### src/rtl/cmd_issue_pkg.sv
`timescale 1ns/1ps
package cmd_issue_pkg;
  localparam int IDX_W     = 6;
  localparam int ARG_W     = 32;
  localparam int DATA_W    = 16;
  localparam int CTRL_W    = 14;
  localparam int RSP_BYTES = 16;
  localparam int RSP_WORDS = 9;
  localparam int LEN_W     = $clog2(RSP_BYTES + 1);
  localparam int ADDR_W    = 3;
  localparam logic [CTRL_W-1:0] CTRL_KEEP = 14'h3dff;
  localparam int DATA_EN_BIT = 2;
  localparam int HOLD_BIT    = 10;

  typedef enum logic [ADDR_W-1:0] {
    RA_CTRL = 3'd0,
    RA_IDX  = 3'd1,
    RA_ARGH = 3'd2,
    RA_ARGL = 3'd3,
    RA_RESP = 3'd4
  } reg_addr_e;

  typedef enum logic [1:0] {
    SQ_IDLE  = 2'd0,
    SQ_ISSUE = 2'd1,
    SQ_WAIT  = 2'd2
  } seq_state_e;

  function automatic logic [LEN_W-1:0] rsp_min_len(input logic [1:0] rtype);
    case (rtype)
      2'd0:    rsp_min_len = LEN_W'(0);
      2'd2:    rsp_min_len = LEN_W'(16);
      default: rsp_min_len = LEN_W'(4);
    endcase
  endfunction
endpackage

### src/rtl/cmd_regs.sv
`timescale 1ns/1ps
module cmd_regs
  import cmd_issue_pkg::*;
#(
  parameter int P_IDX_W  = IDX_W,
  parameter int P_ARG_W  = ARG_W,
  parameter int P_DATA_W = DATA_W,
  parameter int P_CTRL_W = CTRL_W,
  parameter int P_ADDR_W = ADDR_W
) (
  input  logic                clk,
  input  logic                rst_n,
  input  logic                wr,
  input  logic [P_ADDR_W-1:0] addr,
  input  logic [P_DATA_W-1:0] wdata,
  output logic [P_IDX_W-1:0]  idx,
  output logic [P_ARG_W-1:0]  arg,
  output logic [P_CTRL_W-1:0] ctrl,
  output logic                ctrl_wr,
  output logic [P_CTRL_W-1:0] ctrl_new
);
  localparam int HALF_W = P_ARG_W / 2;

  assign ctrl_wr  = wr && (addr == P_ADDR_W'(RA_CTRL));
  assign ctrl_new = wdata[P_CTRL_W-1:0] & CTRL_KEEP;

  always_ff @(posedge clk) begin
    if (!rst_n) begin
      idx  <= '0;
      ctrl <= '0;
    end else begin
      if (wr && addr == P_ADDR_W'(RA_IDX)) idx <= wdata[P_IDX_W-1:0];
      if (ctrl_wr) ctrl <= ctrl_new;
    end
  end

  // one register per argument half; half 0 sits at the low-argument address
  genvar h;
  generate
    for (h = 0; h < 2; h++) begin : g_half
      localparam logic [P_ADDR_W-1:0] HA = P_ADDR_W'(RA_ARGL) - P_ADDR_W'(h);
      logic [HALF_W-1:0] half_q;
      always_ff @(posedge clk) begin
        if (!rst_n) half_q <= '0;
        else if (wr && addr == HA) half_q <= wdata[HALF_W-1:0];
      end
      assign arg[h*HALF_W +: HALF_W] = half_q;
    end
  endgenerate
endmodule

### src/rtl/resp_fifo.sv
`timescale 1ns/1ps
module resp_fifo
  import cmd_issue_pkg::*;
#(
  parameter int P_WORDS = RSP_WORDS,
  parameter int P_BYTES = RSP_BYTES,
  parameter int P_LEN_W = LEN_W
) (
  input  logic                 clk,
  input  logic                 rst_n,
  input  logic                 clr,
  input  logic                 load,
  input  logic [P_LEN_W-1:0]   load_len,
  input  logic [P_BYTES*8-1:0] load_data,
  input  logic                 pop,
  output logic [15:0]          head
);
  localparam int PTR_W = $clog2(P_WORDS + 1);

  logic [PTR_W-1:0] rptr_q;
  logic [15:0]      mem_q [P_WORDS];

  genvar i, b;
  generate
    for (i = 0; i < P_WORDS; i++) begin : g_word
      logic [15:0] packed_w;
      for (b = 0; b < 2; b++) begin : g_byte
        localparam int K = 2 * i + b;
        if (K < P_BYTES) begin : g_live
          assign packed_w[8*b +: 8] =
            (load_len > P_LEN_W'(K)) ? load_data[8*K +: 8] : 8'h00;
        end else begin : g_pad
          assign packed_w[8*b +: 8] = 8'h00;
        end
      end
      always_ff @(posedge clk) begin
        if (!rst_n || clr) mem_q[i] <= '0;
        else if (load)     mem_q[i] <= packed_w;
      end
    end
  endgenerate

  always_ff @(posedge clk) begin
    if (!rst_n)                                 rptr_q <= '0;
    else if (load)                              rptr_q <= '0;
    else if (pop && rptr_q < PTR_W'(P_WORDS))   rptr_q <= rptr_q + PTR_W'(1);
  end

  always_comb begin
    head = '0;
    for (int n = 0; n < P_WORDS; n++)
      if (rptr_q == PTR_W'(n)) head = mem_q[n];
  end
endmodule

### src/rtl/cmd_seq.sv
`timescale 1ns/1ps
module cmd_seq
  import cmd_issue_pkg::*;
#(
  parameter int P_IDX_W   = IDX_W,
  parameter int P_ARG_W   = ARG_W,
  parameter int P_LEN_W   = LEN_W,
  parameter int P_STALE_W = 2
) (
  input  logic                 clk,
  input  logic                 rst_n,
  input  logic                 ctrl_wr,
  input  logic                 new_hold,
  input  logic                 cur_hold,
  input  logic                 cur_data_en,
  input  logic [1:0]           cur_rtype,
  input  logic                 clk_on,
  input  logic                 clk_start,
  input  logic [P_IDX_W-1:0]   idx,
  input  logic [P_ARG_W-1:0]   arg,
  input  logic                 req_ready,
  input  logic                 rsp_valid,
  input  logic [P_LEN_W-1:0]   rsp_len,
  output logic                 req_valid,
  output logic [P_IDX_W-1:0]   req_index,
  output logic [P_ARG_W-1:0]   req_arg,
  output logic                 rsp_ready,
  output logic                 launch,
  output logic                 resp_ok,
  output logic                 evt_launch,
  output logic                 evt_abort,
  output logic                 evt_end_cmd,
  output logic                 evt_data_start,
  output logic                 stat_tout,
  output logic                 stat_done,
  output logic                 busy
);
  seq_state_e state_q, state_d;
  logic [P_STALE_W-1:0] owed_q;
  logic pend_q;
  logic own_hs, drop_hs, req_hs, orphan, resp_bad;

  assign req_valid = (state_q == SQ_ISSUE);
  assign rsp_ready = (state_q == SQ_WAIT) || (owed_q != '0);
  assign busy      = (state_q != SQ_IDLE);

  assign req_hs  = req_valid && req_ready;
  assign drop_hs = rsp_valid && (owed_q != '0);
  assign own_hs  = rsp_valid && (state_q == SQ_WAIT) && (owed_q == '0);
  // a control write leaves one response owed if the card already holds the request
  assign orphan  = ctrl_wr && (((state_q == SQ_WAIT) && !own_hs) ||
                               ((state_q == SQ_ISSUE) && req_hs));

  assign launch   = ctrl_wr ? (clk_on && !new_hold)
                            : (clk_start && pend_q && !cur_hold);
  assign resp_ok  = own_hs && !ctrl_wr && (rsp_len >= rsp_min_len(cur_rtype));
  assign resp_bad = own_hs && !ctrl_wr && !(rsp_len >= rsp_min_len(cur_rtype));

  always_comb begin
    state_d = state_q;
    if (launch)                               state_d = SQ_ISSUE;
    else if (ctrl_wr || own_hs)               state_d = SQ_IDLE;
    else if (state_q == SQ_ISSUE && req_hs)   state_d = SQ_WAIT;
  end

  always_ff @(posedge clk) begin
    if (!rst_n) begin
      state_q        <= SQ_IDLE;
      owed_q         <= '0;
      pend_q         <= 1'b0;
      stat_tout      <= 1'b0;
      stat_done      <= 1'b0;
      evt_launch     <= 1'b0;
      evt_abort      <= 1'b0;
      evt_end_cmd    <= 1'b0;
      evt_data_start <= 1'b0;
      req_index      <= '0;
      req_arg        <= '0;
    end else begin
      state_q        <= state_d;
      owed_q         <= owed_q + P_STALE_W'(orphan) - P_STALE_W'(drop_hs);
      evt_launch     <= launch;
      evt_abort      <= ctrl_wr;
      evt_end_cmd    <= own_hs && !ctrl_wr;
      evt_data_start <= resp_ok && cur_data_en;
      if (launch)       pend_q <= 1'b0;
      else if (ctrl_wr) pend_q <= 1'b1;
      if (launch) begin
        stat_tout <= 1'b0;
        stat_done <= 1'b0;
        req_index <= idx;
        req_arg   <= arg;
      end else begin
        if (resp_ok)  stat_done <= 1'b1;
        if (resp_bad) stat_tout <= 1'b1;
      end
    end
  end
endmodule

### src/rtl/cmd_issue_unit.sv
`timescale 1ns/1ps
module cmd_issue_unit
  import cmd_issue_pkg::*;
(
  input  logic                   clk,
  input  logic                   rst_n,
  input  logic                   reg_wr,
  input  logic                   reg_rd,
  input  logic [ADDR_W-1:0]      reg_addr,
  input  logic [DATA_W-1:0]      reg_wdata,
  output logic [DATA_W-1:0]      reg_rdata,
  input  logic                   clk_on,
  input  logic                   clk_start,
  output logic                   card_req_valid,
  input  logic                   card_req_ready,
  output logic [IDX_W-1:0]       card_req_index,
  output logic [ARG_W-1:0]       card_req_arg,
  input  logic                   card_rsp_valid,
  output logic                   card_rsp_ready,
  input  logic [LEN_W-1:0]       card_rsp_len,
  input  logic [RSP_BYTES*8-1:0] card_rsp_data,
  output logic                   evt_launch,
  output logic                   evt_abort,
  output logic                   evt_end_cmd,
  output logic                   evt_data_start,
  output logic                   stat_resp_tout,
  output logic                   stat_resp_done,
  output logic                   cmd_busy
);
  localparam int HALF_W = ARG_W / 2;

  logic [IDX_W-1:0]  idx;
  logic [ARG_W-1:0]  arg;
  logic [CTRL_W-1:0] ctrl, ctrl_new;
  logic              ctrl_wr, launch, resp_ok, fifo_pop;
  logic [15:0]       fifo_head;

  cmd_regs u_regs (
    .clk(clk), .rst_n(rst_n), .wr(reg_wr), .addr(reg_addr), .wdata(reg_wdata),
    .idx(idx), .arg(arg), .ctrl(ctrl), .ctrl_wr(ctrl_wr), .ctrl_new(ctrl_new)
  );

  cmd_seq u_seq (
    .clk(clk), .rst_n(rst_n), .ctrl_wr(ctrl_wr),
    .new_hold(ctrl_new[HOLD_BIT]), .cur_hold(ctrl[HOLD_BIT]),
    .cur_data_en(ctrl[DATA_EN_BIT]), .cur_rtype(ctrl[1:0]),
    .clk_on(clk_on), .clk_start(clk_start), .idx(idx), .arg(arg),
    .req_ready(card_req_ready), .rsp_valid(card_rsp_valid), .rsp_len(card_rsp_len),
    .req_valid(card_req_valid), .req_index(card_req_index), .req_arg(card_req_arg),
    .rsp_ready(card_rsp_ready), .launch(launch), .resp_ok(resp_ok),
    .evt_launch(evt_launch), .evt_abort(evt_abort), .evt_end_cmd(evt_end_cmd),
    .evt_data_start(evt_data_start), .stat_tout(stat_resp_tout),
    .stat_done(stat_resp_done), .busy(cmd_busy)
  );

  assign fifo_pop = reg_rd && (reg_addr == ADDR_W'(RA_RESP));

  resp_fifo u_fifo (
    .clk(clk), .rst_n(rst_n), .clr(launch), .load(resp_ok),
    .load_len(card_rsp_len), .load_data(card_rsp_data),
    .pop(fifo_pop), .head(fifo_head)
  );

  always_comb begin
    reg_rdata = '0;
    case (reg_addr)
      ADDR_W'(RA_CTRL): reg_rdata[CTRL_W-1:0] = ctrl;
      ADDR_W'(RA_IDX): begin
        reg_rdata[IDX_W-1:0] = idx;
        reg_rdata[IDX_W]     = 1'b1;
      end
      ADDR_W'(RA_ARGH): reg_rdata[HALF_W-1:0] = arg[ARG_W-1:HALF_W];
      ADDR_W'(RA_ARGL): reg_rdata[HALF_W-1:0] = arg[HALF_W-1:0];
      ADDR_W'(RA_RESP): reg_rdata = fifo_head;
      default:          reg_rdata = '0;
    endcase
  end
endmodule

### config.mk
export PLATFORM = sky130hd
export DESIGN_NAME = cmd_issue_unit
export DESIGN_NICKNAME = d
export VERILOG_FILES = /design/src/rtl/cmd_issue_pkg.sv /design/src/rtl/cmd_regs.sv /design/src/rtl/resp_fifo.sv /design/src/rtl/cmd_seq.sv /design/src/rtl/cmd_issue_unit.sv
export SDC_FILE = /design/constraint.sdc
export NUM_CORES = 1
export LEC_CHECK = 0
export CORE_UTILIZATION = 51
export DETAILED_ROUTE_END_ITERATION = 10
export PLACE_DENSITY = 0.8
export SYNTH_ARGS = -nofsm -noshare
export SYNTH_HDL_FRONTEND = slang
export SYNTH_SLANG_ARGS = --single-unit
### constraint.sdc
create_clock -name clk -period 15.1 [get_ports clk]
set_clock_uncertainty 0.15 [all_clocks]
set_input_delay 3.02 -clock clk [delete_from_list [all_inputs] [get_ports clk]]
set_output_delay 3.02 -clock clk [all_outputs]
set_load 0.1 [all_outputs]
=== Yosys cells after proc, flatten, opt, wreduce, memory -nomap -nowiden ===
Memories as Yosys holds them, arrays and structs flattened.
Index checks and enable logic that the tools add are counted.

* Order comparisons: 18
* Equality and inequality tests: 15
* Add/sub/neg operators: 3
* Mux-type cells: 47
* Bitwise operators: 10
* Reductions and logical operators: 40

{| class="wikitable"
|+ Operators by type and width
! kind !! count
|-
| 16-bit 2-to-1 mux || 18
|-
| 8-bit 2-to-1 mux || 16
|-
| 5-bit by 4-bit > comparator with 1-bit output (second input constant) || 8
|-
| 7-bit one-hot mux with 5 select lines || 1
|-
| 7-bit one-hot mux with 4 select lines || 1
|-
| 5-bit by 3-bit > comparator with 1-bit output (second input constant) || 4
|-
| 1-bit logical AND || 20
|-
| 4-bit by 3-bit == test with 1-bit output (second input constant) || 4
|-
| 5-bit by 1-bit > comparator with 1-bit output (second input constant) || 2
|-
| 5-bit by 2-bit > comparator with 1-bit output (second input constant) || 2
|-
| 5-bit one-hot mux with 2 select lines || 1
|-
| 1-bit 2-to-1 mux || 9
|-
| 1-bit bitwise OR || 9
|-
| 4-bit by 2-bit == test with 1-bit output (second input constant) || 2
|-
| 3-bit by 2-bit == test with 1-bit output (second input constant) || 2
|-
| 1-bit logical NOT || 6
|-
| 2-bit one-hot mux with 3 select lines || 1
|-
| 5-bit >= comparator || 1
|-
| 4-bit by 1-bit adder with 4-bit output (second input constant) || 1
|-
| 2-bit == test (second input constant) || 2
|-
| 4-bit by 1-bit == test with 1-bit output (second input constant) || 1
|-
| 4-bit == test (second input constant) || 1
|-
| 2-bit logical NOT || 2
|-
| 4-bit logical NOT || 1
|-
| other kinds (13) || 18
|}

* Logic and storage cells: 151
* Input bits: 160
* Bits in writable memories: 144
* Memories: 1
* Output and inout port bits: 63
* Register bits: 104

{| class="wikitable"
|+ Memories
! memory !! words !! bits a word !! rd ports !! clocked after Yosys merged registers in !! wr ports !! RTL line !! RTL
|-
| u_fifo.mem_q || 9 || 16 || 9 || 0 || 9 || resp_fifo.sv:21 || <nowiki>logic [15:0] mem_q [P_WORDS];</nowiki>
|}

=== Logic depth before layout (Yosys ltp) ===
Gate-level depths: netlist of run 1.

* Word-level depth: 11
* Mapped depth: 9
* Mapped depth without buffers: 8

=== Modules after synthesis ===
From an unflattened synthesis of run 1, not the netlist that was laid out.

* Cell total of the unflattened synthesis: 941
* Area, all modules: 10,637.7 µm²

{| class="wikitable"
|+ Modules (own cells, without submodules)
! module !! instances !! area each (µm²) !! cells an instance !! seq. area each (µm²)
|-
| resp_fifo || 1 || 6,088.3 || 445 || 3,923.8
|-
| cmd_regs || 1 || 2,028.2 || 204 || 1,021.0
|-
| cmd_seq || 1 || 1,945.6 || 222 || 980.9
|-
| cmd_issue_unit || 1 || 575.6 || 70 || 0.0
|}

=== Least setup slack after synthesis of run 1 ===
No wires, ideal clock.

* Kind: in2reg
* Start point: input card_rsp_len[2]
* End point: memory u_fifo.mem_q[0][0] (enable)
* Data required time: 14.158 ns
* Arrival: 12.913 ns
* Stages on the path: 6
* Setup slack: 1.245 ns
* Library setup time: 0.792 ns
* Path buffers: 1
* Cell sequence: clkbuf_1 -> inv_1 -> ha_1 -> and2_0 -> a221oi_4 -> o21ai_0

{| class="wikitable"
|+ RTL lines
! what !! RTL line !! RTL
|-
| start, declared || cmd_issue_unit.sv:20 || <nowiki>input logic [LEN_W-1:0] card_rsp_len,</nowiki>
|-
| end, declared || resp_fifo.sv:21 ||
|}

=== Final worst setup path of run 1 ===
* Start point: input reg_addr[2]
* End point: output reg_rdata[12]

* Word-level cells in the longest chain between the ends: 2
* Elaborated cells on any way between the ends: 5
* Those cells by class: 3 x eq/ne; 1 x mux; 1 x reduce/logical

{| class="wikitable"
|+ RTL lines
! what !! RTL line !! RTL
|-
| start, declared || cmd_issue_unit.sv:9 || <nowiki>input logic [ADDR_W-1:0] reg_addr,</nowiki>
|-
| 3-bit == test, or another cell as far along || cmd_issue_unit.sv:66 || <nowiki>case (reg_addr)</nowiki>
|-
| 7-bit one-hot mux with 4 select lines * || cmd_issue_unit.sv:66 ||
|-
| end, declared || cmd_issue_unit.sv:11 || <nowiki>output logic [DATA_W-1:0] reg_rdata,</nowiki>
|}

Every way passes the cells marked *; elsewhere a longest branch is shown, timed or not.

==> results of run 1 <==
[registers in the layout (all words and copies together), names as in the netlist]
signal                cells
u_regs.g_half.half_q     32
u_seq.stat_tout           1
u_seq.evt_data_start      1
u_seq.stat_done           1
u_seq.owed_q              2
u_seq.req_index           6
u_seq.state_q             2
u_seq.evt_end_cmd         1
u_regs.ctrl              13
u_seq.evt_abort           1
u_seq.req_arg            32
u_seq.pend_q              1
u_fifo.rptr_q             4
u_regs.idx                6
u_fifo.mem_q            128
u_seq.evt_launch          1
[power breakdown]
part           switching [mW]  internal, mW
clock network           0.236         0.335
logic                  0.0813        0.0603
registers             0.00961         0.685
total                   0.327          1.08
[cells by family after synthesis]
family / count (synthesis)
AO/OA/AOI/OAI: 233
XOR/XNOR: 4
multiplexers: 24
flip-flops: 232
adder cells (fa/ha/maj): 9
buffers and inverters: 112
AND/OR/NAND/NOR: 377
[cells in the mapped netlist (7+ instances only)]
master,number,share of area (%)
sky130_fd_sc_hd__o211ai_1,11,0.78
sky130_fd_sc_hd__nand3b_1,24,1.7
sky130_fd_sc_hd__nand2_1,114,4.1
sky130_fd_sc_hd__o21ai_0,14,0.66
sky130_fd_sc_hd__nand2b_1,12,0.71
sky130_fd_sc_hd__a211oi_1,13,0.92
sky130_fd_sc_hd__edfxtp_1,128,36
sky130_fd_sc_hd__clkbuf_1,54,1.9
sky130_fd_sc_hd__nor2_1,51,1.8
sky130_fd_sc_hd__nor2b_1,9,0.53
sky130_fd_sc_hd__nand4_1,7,0.41
sky130_fd_sc_hd__ha_1,9,1.1
sky130_fd_sc_hd__a221oi_1,15,1.2
sky130_fd_sc_hd__buf_1,7,0.25
sky130_fd_sc_hd__inv_1,38,1.4
sky130_fd_sc_hd__a211o_1,8,0.66
sky130_fd_sc_hd__and2_1,42,2.5
sky130_fd_sc_hd__a21oi_1,80,3.8
sky130_fd_sc_hd__nand3_1,9,0.43
sky130_fd_sc_hd__o221ai_1,8,0.66
sky130_fd_sc_hd__mux2i_1,12,1.1
sky130_fd_sc_hd__and3_1,90,5.3
sky130_fd_sc_hd__a22o_1,38,3.2
sky130_fd_sc_hd__dfxtp_1,104,20
[critical path: stages]
cell	delay [ns]
sky130_fd_sc_hd__clkdlybuf4s50_1	0.74
sky130_fd_sc_hd__or3b_2	0.70
sky130_fd_sc_hd__a211oi_1	0.38
sky130_fd_sc_hd__o211a_1	0.21
sky130_fd_sc_hd__a211o_1	0.10
sky130_fd_sc_hd__clkdlybuf4s50_1	1.17
[through the flow]
step                      power [mW]  setup slack [ns]  instance area, sq um  util [%]  std cells
after detailed placement       0.848              5.67                 12900      63.7       1423
after global placement         0.845              5.76                 12900      63.7       1423
final                           1.41              5.60                 13700      67.4       1465
after global routing            1.45              5.53                 13700      67.4       1465
after floorplan                0.782              1.25                 10600         -        991
after CTS                       1.41              5.66                 13700      67.4       1463
[routing by layer]
| layer | GRT usage [%] | routed length, um |
|---|---|---|
| met1 | 38.6 | 12200 |
| met2 | 45.6 | 14300 |
| met3 | 4.04 | 2610 |
| met4 | 11.9 | 1270 |
| met5 | 0 | 0 |
[final timing paths]
kind	slack, ns	start	end
setup / recovery	5.60	reg_addr[2]	reg_rdata[12]
hold / removal	0.31	u_regs.ctrl[5]$_SDFFE_PN0P_	u_regs.ctrl[5]$_SDFFE_PN0P_
setup reg to reg	11.51	u_regs.ctrl[10]$_SDFFE_PN0P_	u_fifo.mem_q[7][6]$_SDFFCE_PP0P_
hold reg to reg	0.31	u_regs.ctrl[5]$_SDFFE_PN0P_	u_regs.ctrl[5]$_SDFFE_PN0P_
[cell usage in the layout, fill, tap and decap left out, types with 14 or more instances in the layout]
cell / netlist / final
sky130_fd_sc_hd__edfxtp_1: 128 / 128
sky130_fd_sc_hd__clkdlybuf4s50_1: 0 / 222
sky130_fd_sc_hd__a21oi_1: 80 / 80
sky130_fd_sc_hd__nand3b_1: 24 / 24
sky130_fd_sc_hd__nor2_1: 51 / 50
sky130_fd_sc_hd__nand2_1: 114 / 114
sky130_fd_sc_hd__a22o_1: 38 / 38
sky130_fd_sc_hd__buf_4: 0 / 14
sky130_fd_sc_hd__inv_1: 38 / 38
sky130_fd_sc_hd__a221oi_1: 15 / 15
sky130_fd_sc_hd__clkbuf_16: 0 / 23
sky130_fd_sc_hd__and2_1: 42 / 42
sky130_fd_sc_hd__and3_1: 90 / 90
sky130_fd_sc_hd__dfxtp_1: 104 / 104
[area by class of cell]
type | instances | share of cell area (%)
inverters | 38 | 1.04
clock inverters | 9 | 0.723
repair buffers | 236 | 17.0
multi-input cells | 647 | 30.6
flip-flops and latches | 232 | 43.3
well taps | 270 | 2.47
diodes | 2 | 0.0366
clock buffers | 31 | 4.75
==> insert_results.sql, run 1 <==
INSERT INTO impl_metrics (metric_group, metric, value, unit) VALUES
('floorplan', 'rows', '52', ''),
('floorplan', 'floorplan.die.width', '146', 'um'),
('synthesis', 'synth.area.mux_share', '3.06', '%'),
('synthesis', 'synth_area_per_cell', '10.7', 'sq um'),
('setup_path', 'criticalPathCategory', 'in -> out', ''),
('setup_path', 'path_max_fanout', '16', ''),
('route', 'post-route-drc-count', '0', ''),
('clock_tree', 'numCtsBuffers', '23', ''),
('cells_and_area', 'area_growth_syn_to_layout', '29.5', '%'),
('clock_tree', 'worstSkewPairLatency', '0.51', 'ns'),
('synthesis', 'ys_ff_latch', '232', ''),
('timing', 'final_hold_slack', '0.308', 'ns'),
('synthesis', 'post_synth_fa_ha_maj_area_fraction', '1.07', '%'),
('synthesis', 'async_flop_share', '0', '%'),
('synthesis', 'ys_seq_area_share', '56.1', '%'),
('route', 'detailedRoute.firstIterationViolations', '799', ''),
('min_path', 'holdPathStages', '2', ''),
('synthesis', 'synth_cell_types', '60', ''),
('placement', 'finalWeightedCongestion', '0.916', ''),
('setup_path', 'worst-r2r-cell-count', '7', ''),
('cells_and_area', 'multi_input_area', '0.00419', 'sq mm'),
('synthesis', 'synth_xor_area_share', '0.332', '%'),
('global_route', 'initial_antenna_violation_count', '1', ''),
('placement', 'detailedPlacementHpwl', '21800', 'um'),
('timing', 'hold_violations', '0', ''),
('global_route', 'overflow', '0', ''),
('synthesis', 'synth-compound-area-share', '16.0', '%'),
('synthesis', 'synth_edf_count', '128', ''),
('status', 'status', 'complete, no violations', ''),
('cells_and_area', 'final_nets', '1347', ''),
('floorplan', 'design.die.area', '0.0213', 'sq mm'),
('min_path', 'hold_class', 'reg -> reg', ''),
('global_route', 'grt_start_max_net_pins', '89', ''),
('synthesis', 'yosys_most_used_dff', 'sky130_fd_sc_hd__edfxtp_1', ''),
('route', 'ant_nets', '0', ''),
('pwr', 'static-leakage-power', '5.39', 'nW'),
('synthesis', 'synth-warning-count', '0', ''),
('timing', 'max_freq', '0.105', 'GHz'),
('timing', 'final_cycle_share', '62.9', '%'),
('clock_tree', 'ctsHoldBuffers', '0', ''),
('flow_run', 'max_cap_violations', '0', ''),
('clock_tree', 'postCtsSetupBuffers', '0', ''),
('global_route', 'via_count_of_the_first_global_routing_pass', '8288', ''),
('setup_path', 'timing.critical_path.to_type', 'primary output', ''),
('cells_and_area', 'seqCellArea', '0.00593', 'sq mm'),
('clock_tree', 'cts_buffer_depth', '3', ''),
('floorplan', 'num_io_pins', '223', ''),
('route', 'drt-vias-per-instance', '5.89', ''),
('cells_and_area', 'layout-drive-gt1-share', '6.29', '%'),
('synthesis', 'synthesis.area', '0.0106', 'sq mm'),
('timing', 'min_period', '9.50', 'ns'),
('clock_tree', 'post_cts.resized_instances', '0', ''),
('synthesis', 'synth_top_family_by_area', 'simple AND/OR/NAND/NOR gates', ''),
('setup_path', 'worst_ep_arrival_time', '6.33', 'ns'),
('pwr', 'power-per-cell-area', '103', 'mW/mm^2'),
('timing', 'rsz0062_at_grt', 'no', ''),
('floorplan', 'floorplan.initialDensity', '52.0', '%'),
('floorplan', 'fp.dieH', '146', 'um'),
('timing', 'final_setup_violations', '0', ''),
('synthesis', 'syn-num-nets', '1160', ''),
('clock_tree', 'cts_tree', 'built', ''),
('global_route', 'grtUsageTotal', '28.4', '%'),
('clock_tree', 'clkSinkCount', '232', ''),
('route', 'routedWlPerCell', '20.7', 'um'),
('pwr', 'peakVddDrop', '0.0714', 'mV'),
('timing', 'worst_slew_pin_slew', '1.12', 'ns'),
('setup_path', 'timing.critical_path.from_type', 'input port', ''),
('timing', 'timing.setup.tns', '0', 'ns'),
('route', 'drt_first_pass_iters', '5', ''),
('global_route', 'first_pass_grt_wire_length', '46600', 'um'),
('timing', 'slew_violations', '0', ''),
('placement', 'port_buffers', '222', ''),
('route', 'finalWirelength', '30400', 'um'),
('timing', 'relSlewSlack', '24.9', '%'),
('clock_tree', 'cts-htree-levels', '1', ''),
('clock_tree', 'clk_transition_reported_paths', '0.07', 'ns'),
('floorplan', 'core_area', '0.0203', 'sq mm'),
('cells_and_area', 'fill_cell_total_of_the_finished_layout', '1545', ''),
('clock_tree', 'clk_root_buffer_cell', 'sky130_fd_sc_hd__clkbuf_16', ''),
('route', 'dr_total_vias', '8626', ''),
('synthesis', 'synth-simple-area-share', '19.1', '%'),
('synthesis', 'synthesis.instances', '991', ''),
('setup_path', 'critPathRequiredTime', '11.93', 'ns');
Power figures use the tool's default switching activity.
==> run 2: changes to the inputs <==
--- a/config.mk
+++ b/config.mk
@@ -5,9 +5,9 @@
 export SDC_FILE = /design/constraint.sdc
 export NUM_CORES = 1
 export LEC_CHECK = 0
-export CORE_UTILIZATION = 51
+export CORE_UTILIZATION = 46
 export DETAILED_ROUTE_END_ITERATION = 10
-export PLACE_DENSITY = 0.8
+export PLACE_DENSITY = 0.76
 export SYNTH_ARGS = -nofsm -noshare
 export SYNTH_HDL_FRONTEND = slang
 export SYNTH_SLANG_ARGS = --single-unit
==> constraint.sdc (replaced) <==
create_clock -name clk -period 8.6 [get_ports clk]
set_clock_uncertainty 0.15 [all_clocks]
set_input_delay 1.72 -clock clk [delete_from_list [all_inputs] [get_ports clk]]
set_output_delay 1.72 -clock clk [all_outputs]
set_load 0.1 [all_outputs]
==> run 2 against run 1 <==
Effect of this change: utilization down 6.5 points; sequential share of layout area is 0.18 points lower; critical path depth stayed put; worst hold slack improved by 0.0064 ns; via count shrank 2.2%; global-route usage down 3.1 points; largest cell class unchanged; largest power group unchanged.
==> insert_results.sql, run 2 (synthesis results as in run 1) <==
INSERT INTO impl_metrics (metric_group, metric, value, unit) VALUES
('route', 'drt-vias-per-instance', '5.70', ''),
('pwr', 'combPwrFrac', '10.0', '%'),
('floorplan', 'floorplan.initialDensity', '46.8', '%'),
('global_route', 'gr-usage-met2', '40.0', '%'),
('floorplan', 'design.die.area', '0.0236', 'sq mm'),
('pwr', 'seq_power_share', '48.8', '%'),
('pwr', 'power.net_switching', '596', 'uW'),
('flow_run', 'max_cap_violations', '0', ''),
('global_route', 'via_count_of_the_first_global_routing_pass', '8230', ''),
('global_route', 'globalRouteMet3Util', '6.03', '%'),
('pwr', 'static-leakage-power', '5.40', 'nW'),
('global_route', 'grt_start_max_net_pins', '129', ''),
('cells_and_area', 'mostFrequentLayoutCell', 'sky130_fd_sc_hd__clkdlybuf4s50_1', ''),
('route', 'drt_first_pass_iters', '8', ''),
('route', 'finalWirelength', '30200', 'um'),
('timing', 'final_setup_violations', '0', ''),
('pwr', 'power-per-cell-area', '182', 'mW/mm^2'),
('setup_path', 'worst_ep_arrival_time', '5.03', 'ns'),
('floorplan', 'num_io_pins', '223', ''),
('cells_and_area', 'largest_register_ff_count', '128', ''),
('timing', 'timing.setup.tns', '0', 'ns'),
('timing', 'final_hold_slack', '0.314', 'ns'),
('timing', 'worst_slew_pin_slew', '1.13', 'ns'),
('setup_path', 'criticalPathCategory', 'in -> out', ''),
('placement', 'detailedPlacementHpwl', '21500', 'um'),
('timing', 'hold_violations', '0', ''),
('global_route', 'busiest_layer', 'met2', ''),
('global_route', 'first_pass_grt_wire_length', '45900', 'um'),
('clock_tree', 'clk_transition_reported_paths', '0.07', 'ns'),
('clock_tree', 'post_cts.resized_instances', '0', ''),
('timing', 'rsz0062_at_grt', 'no', ''),
('cells_and_area', 'fill_cell_total_of_the_finished_layout', '1852', ''),
('global_route', 'initial_antenna_violation_count', '2', ''),
('timing', 'slew_violations', '0', ''),
('floorplan', 'floorplan.die.width', '154', 'um'),
('clock_tree', 'ctsHoldBuffers', '0', ''),
('setup_path', 'timing.critical_path.from_type', 'input port', ''),
('route', 'ant_nets', '0', ''),
('cells_and_area', 'max_flop_register', 'u_fifo.mem_q', ''),
('pwr', 'p_clk_share', '41.2', '%'),
('timing', 'max_freq', '0.145', 'GHz'),
('min_path', 'holdPathStages', '2', ''),
('setup_path', 'timing.critical_path.to_type', 'primary output', ''),
('clock_tree', 'postCtsSetupBuffers', '0', ''),
('floorplan', 'fp.dieH', '154', 'um'),
('route', 'detailedRoute.firstIterationViolations', '868', ''),
('setup_path', 'worst-r2r-cell-count', '7', ''),
('status', 'status', 'complete, no violations', ''),
('clock_tree', 'cts_tree', 'built', ''),
('route', 'dr_total_vias', '8440', ''),
('floorplan', 'core_area', '0.0226', 'sq mm'),
('cells_and_area', 'final_nets', '1347', ''),
('min_path', 'hold_class', 'reg -> reg', ''),
('global_route', 'overflow', '0', ''),
('global_route', 'grt_use_met1', '33.1', '%'),
('pwr', 'peakVddDrop', '0.122', 'mV'),
('clock_tree', 'clk_root_buffer_cell', 'sky130_fd_sc_hd__clkbuf_16', ''),
('clock_tree', 'cts_buffer_depth', '3', ''),
('route', 'routedWlPerCell', '20.4', 'um'),
('placement', 'port_buffers', '222', ''),
('cells_and_area', 'area_growth_syn_to_layout', '30.0', '%'),
('timing', 'final_cycle_share', '80.3', '%'),
('floorplan', 'rows', '55', ''),
('pwr', 'power_report.internal_total', '1.90', 'mW'),
('cells_and_area', 'layout-drive-gt1-share', '6.28', '%'),
('setup_path', 'path_max_fanout', '16', ''),
('placement', 'finalWeightedCongestion', '0.919', ''),
('clock_tree', 'clkSinkCount', '232', ''),
('timing', 'relSlewSlack', '24.6', '%'),
('setup_path', 'critPathRequiredTime', '6.73', 'ns'),
('clock_tree', 'numCtsBuffers', '24', ''),
('route', 'post-route-drc-count', '0', ''),
('clock_tree', 'cts-htree-levels', '1', ''),
('clock_tree', 'worstSkewPairLatency', '0.53', 'ns'),
('pwr', 'sw_frac_of_total', '23.9', '%'),
('global_route', 'grtUsageTotal', '25.3', '%'),
('timing', 'min_period', '6.90', 'ns'),
('cells_and_area', 'biggestRegsByFlops', 'u_fifo.mem_q: 128 flops, u_regs.g_half.half_q: 32 flops, u_seq.req_arg: 32 flops', ''),
('cells_and_area', 'layout_common_cells', 'sky130_fd_sc_hd__clkdlybuf4s50_1, sky130_fd_sc_hd__edfxtp_1, sky130_fd_sc_hd__nand2_1', '');
[run 2: per-stage QoR]
stage | power [mW] | setup WS (ns) | instance area [sq um] | util (%) | cells
after floorplan | 1.37 | 0.869 | 10600 | - | 991
after global placement | 1.49 | 1.85 | 12900 | 57.4 | 1437
after detailed placement | 1.49 | 1.75 | 12900 | 57.4 | 1437
after CTS | 2.50 | 1.74 | 13700 | 60.8 | 1480
after global routing | 2.57 | 1.60 | 13700 | 60.9 | 1482
final | 2.50 | 1.70 | 13700 | 60.9 | 1482
[run 2: layer usage]
| layer | wire length (um) | part of all wire [%] | vias up |
|---|---|---|---|
| met5 | 0 | 0 | - |
| met4 | 1220 | 4.0 | 0 |
| met3 | 2540 | 8.4 | 65 |
| met2 | 14100 | 47 | 373 |
| met1 | 12400 | 41 | 3990 |
| li1 | - | - | 4012 |
[run 2: worst max-delay path, stage by stage]
cell and delay, ns:
sky130_fd_sc_hd__clkdlybuf4s50_1 0.71, sky130_fd_sc_hd__or3b_2 0.69, sky130_fd_sc_hd__a211oi_1 0.37, sky130_fd_sc_hd__nand4_1 0.17, sky130_fd_sc_hd__nand3_1 0.21, sky130_fd_sc_hd__clkdlybuf4s50_1 1.15
[run 2: final cells by class]
class	count	area, sq um	area share (%)
tap	285	357	2.60
clock buffer	31	679	4.95
sequential	232	5930	43.1
timing repair buffer	235	2330	17.0
antenna	2	5.00	0.0364
multi-input combinational	647	4190	30.5
clock inverter	12	103	0.747
inverter	38	143	1.04
[run 2: path summary, 6_finish.rpt]
path | start | end | slack [ns]
setup / recovery | reg_addr[2] | reg_rdata[3] | 1.70
hold / removal | u_regs.ctrl[12]$_SDFFE_PN0P_ | u_regs.ctrl[12]$_SDFFE_PN0P_ | 0.31
setup reg to reg | u_regs.ctrl[0]$_SDFFE_PN0P_ | u_fifo.mem_q[7][8]$_SDFFCE_PP0P_ | 5.71
hold reg to reg | u_regs.ctrl[12]$_SDFFE_PN0P_ | u_regs.ctrl[12]$_SDFFE_PN0P_ | 0.31
[run 2: power by group through the flow]
stage	combinational, mW	sequential, mW	clock [mW]
after detailed placement	0.248	1.24	0
after floorplan	0.122	1.24	0
after global placement	0.246	1.24	0
after global routing	0.264	1.22	1.08
final	0.250	1.22	1.03
after CTS	0.249	1.22	1.04
==> run 3: changes to the inputs <==
==> constraint.sdc (replaced) <==
create_clock -name clk -period 5.8 [get_ports clk]
set_clock_uncertainty 0.15 [all_clocks]
set_input_delay 1.16 -clock clk [delete_from_list [all_inputs] [get_ports clk]]
set_output_delay 1.16 -clock clk [all_outputs]
set_load 0.1 [all_outputs]
==> run 3 against run 2 <==
Effect of this change: non-clock buffer count up 4; clock power rose by 64%; via count increased by 1.9%; setup slack got worse by 0.76 ns; first-iteration DRC count increased by 5.0%; sequential share of layout area is 0.91 points lower; global-route usage grew 0.60 points; critical path depth up 2; final area is 2.2% higher; critical path type is now reg -> out; critical endpoint is now reg_rdata[9]; largest cell class unchanged; largest power group unchanged.
==> insert_results.sql, run 3 (synthesis results as in run 1) <==
INSERT INTO impl_metrics (metric_group, metric, value, unit) VALUES
('pwr', 'static-leakage-power', '5.55', 'nW'),
('status', 'status', 'complete, no violations', ''),
('placement', 'finalWeightedCongestion', '0.873', ''),
('route', 'routedWlPerCell', '20.8', 'um'),
('timing', 'final_setup_violations', '0', ''),
('setup_path', 'worst_ep_arrival_time', '3.55', 'ns'),
('setup_path', 'path_max_fanout', '34', ''),
('pwr', 'power-per-cell-area', '277', 'mW/mm^2'),
('clock_tree', 'ctsHoldBuffers', '0', ''),
('cells_and_area', 'largest_register_ff_count', '128', ''),
('cells_and_area', 'biggestRegsByFlops', 'u_fifo.mem_q: 128 flops, u_regs.g_half.half_q: 32 flops, u_seq.req_arg: 32 flops', ''),
('global_route', 'first_pass_grt_wire_length', '47000', 'um'),
('min_path', 'hold_class', 'reg -> reg', ''),
('route', 'dr_total_vias', '8602', ''),
('setup_path', 'cp_num_buf_inv', '3', ''),
('setup_path', 'criticalPathCategory', 'reg -> out', ''),
('global_route', 'initial_antenna_violation_count', '1', ''),
('setup_path', 'critPathRequiredTime', '4.49', 'ns'),
('setup_path', 'critical-path-slowest-cell', 'sky130_fd_sc_hd__ha_1', ''),
('global_route', 'gr-usage-met2', '41.9', '%'),
('placement', 'port_buffers', '222', ''),
('floorplan', 'floorplan.die.width', '154', 'um'),
('setup_path', 'delay_contributed_by_the_slowest_stage_of_the_critical_path', '0.83', 'ns'),
('cells_and_area', 'final_nets', '1351', ''),
('cells_and_area', 'mostFrequentLayoutCell', 'sky130_fd_sc_hd__clkdlybuf4s50_1', ''),
('pwr', 'peakVddDrop', '0.192', 'mV'),
('route', 'drt-vias-per-instance', '5.79', ''),
('cells_and_area', 'max_flop_register', 'u_fifo.mem_q', ''),
('setup_path', 'timing.critical_path.cells', 'inv_1 > ha_1 > buf_4 > nor2b_1 > a221oi_1 > o211ai_1 > o2bb2ai_1 > buf_12', ''),
('timing', 'slew_violations', '0', ''),
('cells_and_area', 'area_growth_syn_to_layout', '32.8', '%'),
('clock_tree', 'worstSkewPairLatency', '0.52', 'ns'),
('setup_path', 'cpLargestDelayFamily', 'compound AO/OA/AOI/OAI gates', ''),
('flow_run', 'max_cap_violations', '0', ''),
('global_route', 'overflow', '0', ''),
('floorplan', 'fp.dieH', '154', 'um'),
('timing', 'worst_slew_pin_slew', '1.20', 'ns'),
('timing', 'setup_slack', '0.941', 'ns'),
('clock_tree', 'post_cts.resized_instances', '0', ''),
('route', 'post-route-drc-count', '0', ''),
('global_route', 'via_count_of_the_first_global_routing_pass', '8164', ''),
('global_route', 'grt_use_met1', '35.3', '%'),
('floorplan', 'floorplan.initialDensity', '46.8', '%'),
('timing', 'relSlewSlack', '18.9', '%'),
('clock_tree', 'numCtsBuffers', '24', ''),
('cells_and_area', 'layout-drive-gt1-share', '8.17', '%'),
('clock_tree', 'cts_tree', 'built', ''),
('route', 'finalWirelength', '30900', 'um'),
('clock_tree', 'cts-htree-levels', '1', ''),
('timing', 'final_cycle_share', '83.8', '%'),
('floorplan', 'num_io_pins', '223', ''),
('placement', 'preCtsSetupSlack', '0.989', 'ns'),
('timing', 'rsz0062_at_grt', 'no', ''),
('setup_path', 'timing.critical_path.from_type', 'flop', ''),
('global_route', 'globalRouteMet3Util', '3.41', '%'),
('floorplan', 'core_area', '0.0226', 'sq mm'),
('route', 'detailedRoute.firstIterationViolations', '911', ''),
('cells_and_area', 'layout_common_cells', 'sky130_fd_sc_hd__clkdlybuf4s50_1, sky130_fd_sc_hd__edfxtp_1, sky130_fd_sc_hd__nand2_1', ''),
('timing', 'timing.setup.tns', '0', 'ns'),
('global_route', 'grt_start_max_net_pins', '99', ''),
('global_route', 'busiest_layer', 'met2', ''),
('clock_tree', 'clkSinkCount', '232', ''),
('timing', 'max_freq', '0.206', 'GHz'),
('route', 'drt_first_pass_iters', '5', ''),
('clock_tree', 'clk_root_buffer_cell', 'sky130_fd_sc_hd__clkbuf_16', ''),
('timing', 'hold_violations', '0', ''),
('placement', 'detailedPlacementHpwl', '21800', 'um'),
('clock_tree', 'postCtsSetupBuffers', '0', ''),
('global_route', 'grtUsageTotal', '25.9', '%'),
('floorplan', 'design.die.area', '0.0236', 'sq mm'),
('floorplan', 'rows', '55', ''),
('setup_path', 'timing.critical_path.to_type', 'primary output', ''),
('clock_tree', 'cts_buffer_depth', '3', ''),
('route', 'ant_nets', '0', ''),
('cells_and_area', 'fill_cell_total_of_the_finished_layout', '1758', ''),
('clock_tree', 'clk_transition_reported_paths', '0.06', 'ns'),
('timing', 'min_period', '4.86', 'ns');
==> run 3: cell count changes in the layout (fill, tap and decap cells not counted), moves of 2 or more <==
cell,before,now
sky130_fd_sc_hd__clkdlybuf4s50_1,222,206
sky130_fd_sc_hd__clkinv_1,2,0
sky130_fd_sc_hd__buf_12,1,17
sky130_fd_sc_hd__inv_6,2,0
sky130_fd_sc_hd__buf_4,12,16
sky130_fd_sc_hd__clkbuf_8,1,3
sky130_fd_sc_hd__bufinv_16,1,4
==> run 3: final timing paths <==
path / startpoint / end / slack (ns) / cells past startpoint
setup / recovery: u_fifo.rptr_q[1]$_SDFFE_PP0P_ / reg_rdata[9] / 0.94 / 8
hold / removal: u_regs.ctrl[13]$_SDFFE_PN0P_ / u_regs.ctrl[13]$_SDFFE_PN0P_ / 0.31 / 2
setup reg to reg: u_regs.ctrl[0]$_SDFFE_PN0P_ / u_fifo.mem_q[7][6]$_SDFFCE_PP0P_ / 2.84 / 7
hold reg to reg: u_regs.ctrl[13]$_SDFFE_PN0P_ / u_regs.ctrl[13]$_SDFFE_PN0P_ / 0.31 / 2
==> run 3: area by class of cell <==
type / count / area (sq um) / area share [%]
repair buffers: 239 / 2520 / 18.0
diodes: 1 / 2.50 / 0.0178
inverters: 38 / 143 / 1.02
clock buffers: 35 / 736 / 5.24
multi-input cells: 647 / 4200 / 29.9
flip-flops and latches: 232 / 5930 / 42.2
well taps: 285 / 357 / 2.54
clock inverters: 9 / 148 / 1.05
==> run 3: metal layers <==
metal | up-vias | wire length (um) | part of all wire (%)
li1 | 4012 | - | -
met1 | 4100 | 12700 | 41
met2 | 418 | 14500 | 47
met3 | 72 | 2450 | 7.9
met4 | 0 | 1170 | 3.8
met5 | - | 0 | 0
==> run 3: through the flow <==
stage | instance area [sq um] | hold slack [ns] | power, mW | cells | util [%]
after floorplan | 10600 | 0.283 | 2.02 | 991 | -
after global placement | 13100 | 0.290 | 2.21 | 1441 | 58.2
after detailed placement | 13100 | 0.299 | 2.22 | 1441 | 58.2
after CTS | 14000 | 0.307 | 3.89 | 1485 | 62.2
after global routing | 14000 | 0.329 | 3.98 | 1486 | 62.2
final | 14000 | 0.307 | 3.88 | 1486 | 62.2
==> run 3: power breakdown <==
group	switching (mW)	internal [mW]	leakage [nW]
clock network	0.635	1.06	0.433
registers	0.0226	1.78	2.17
logic	0.216	0.168	2.95
total	0.874	3.01	5.55
==> run 3: tightest hold or removal path: stages, from the launching register on <==
cell	delay [ns]
sky130_fd_sc_hd__dfxtp_1	0.31
sky130_fd_sc_hd__nand2_1	0.05
sky130_fd_sc_hd__a21oi_1	0.05
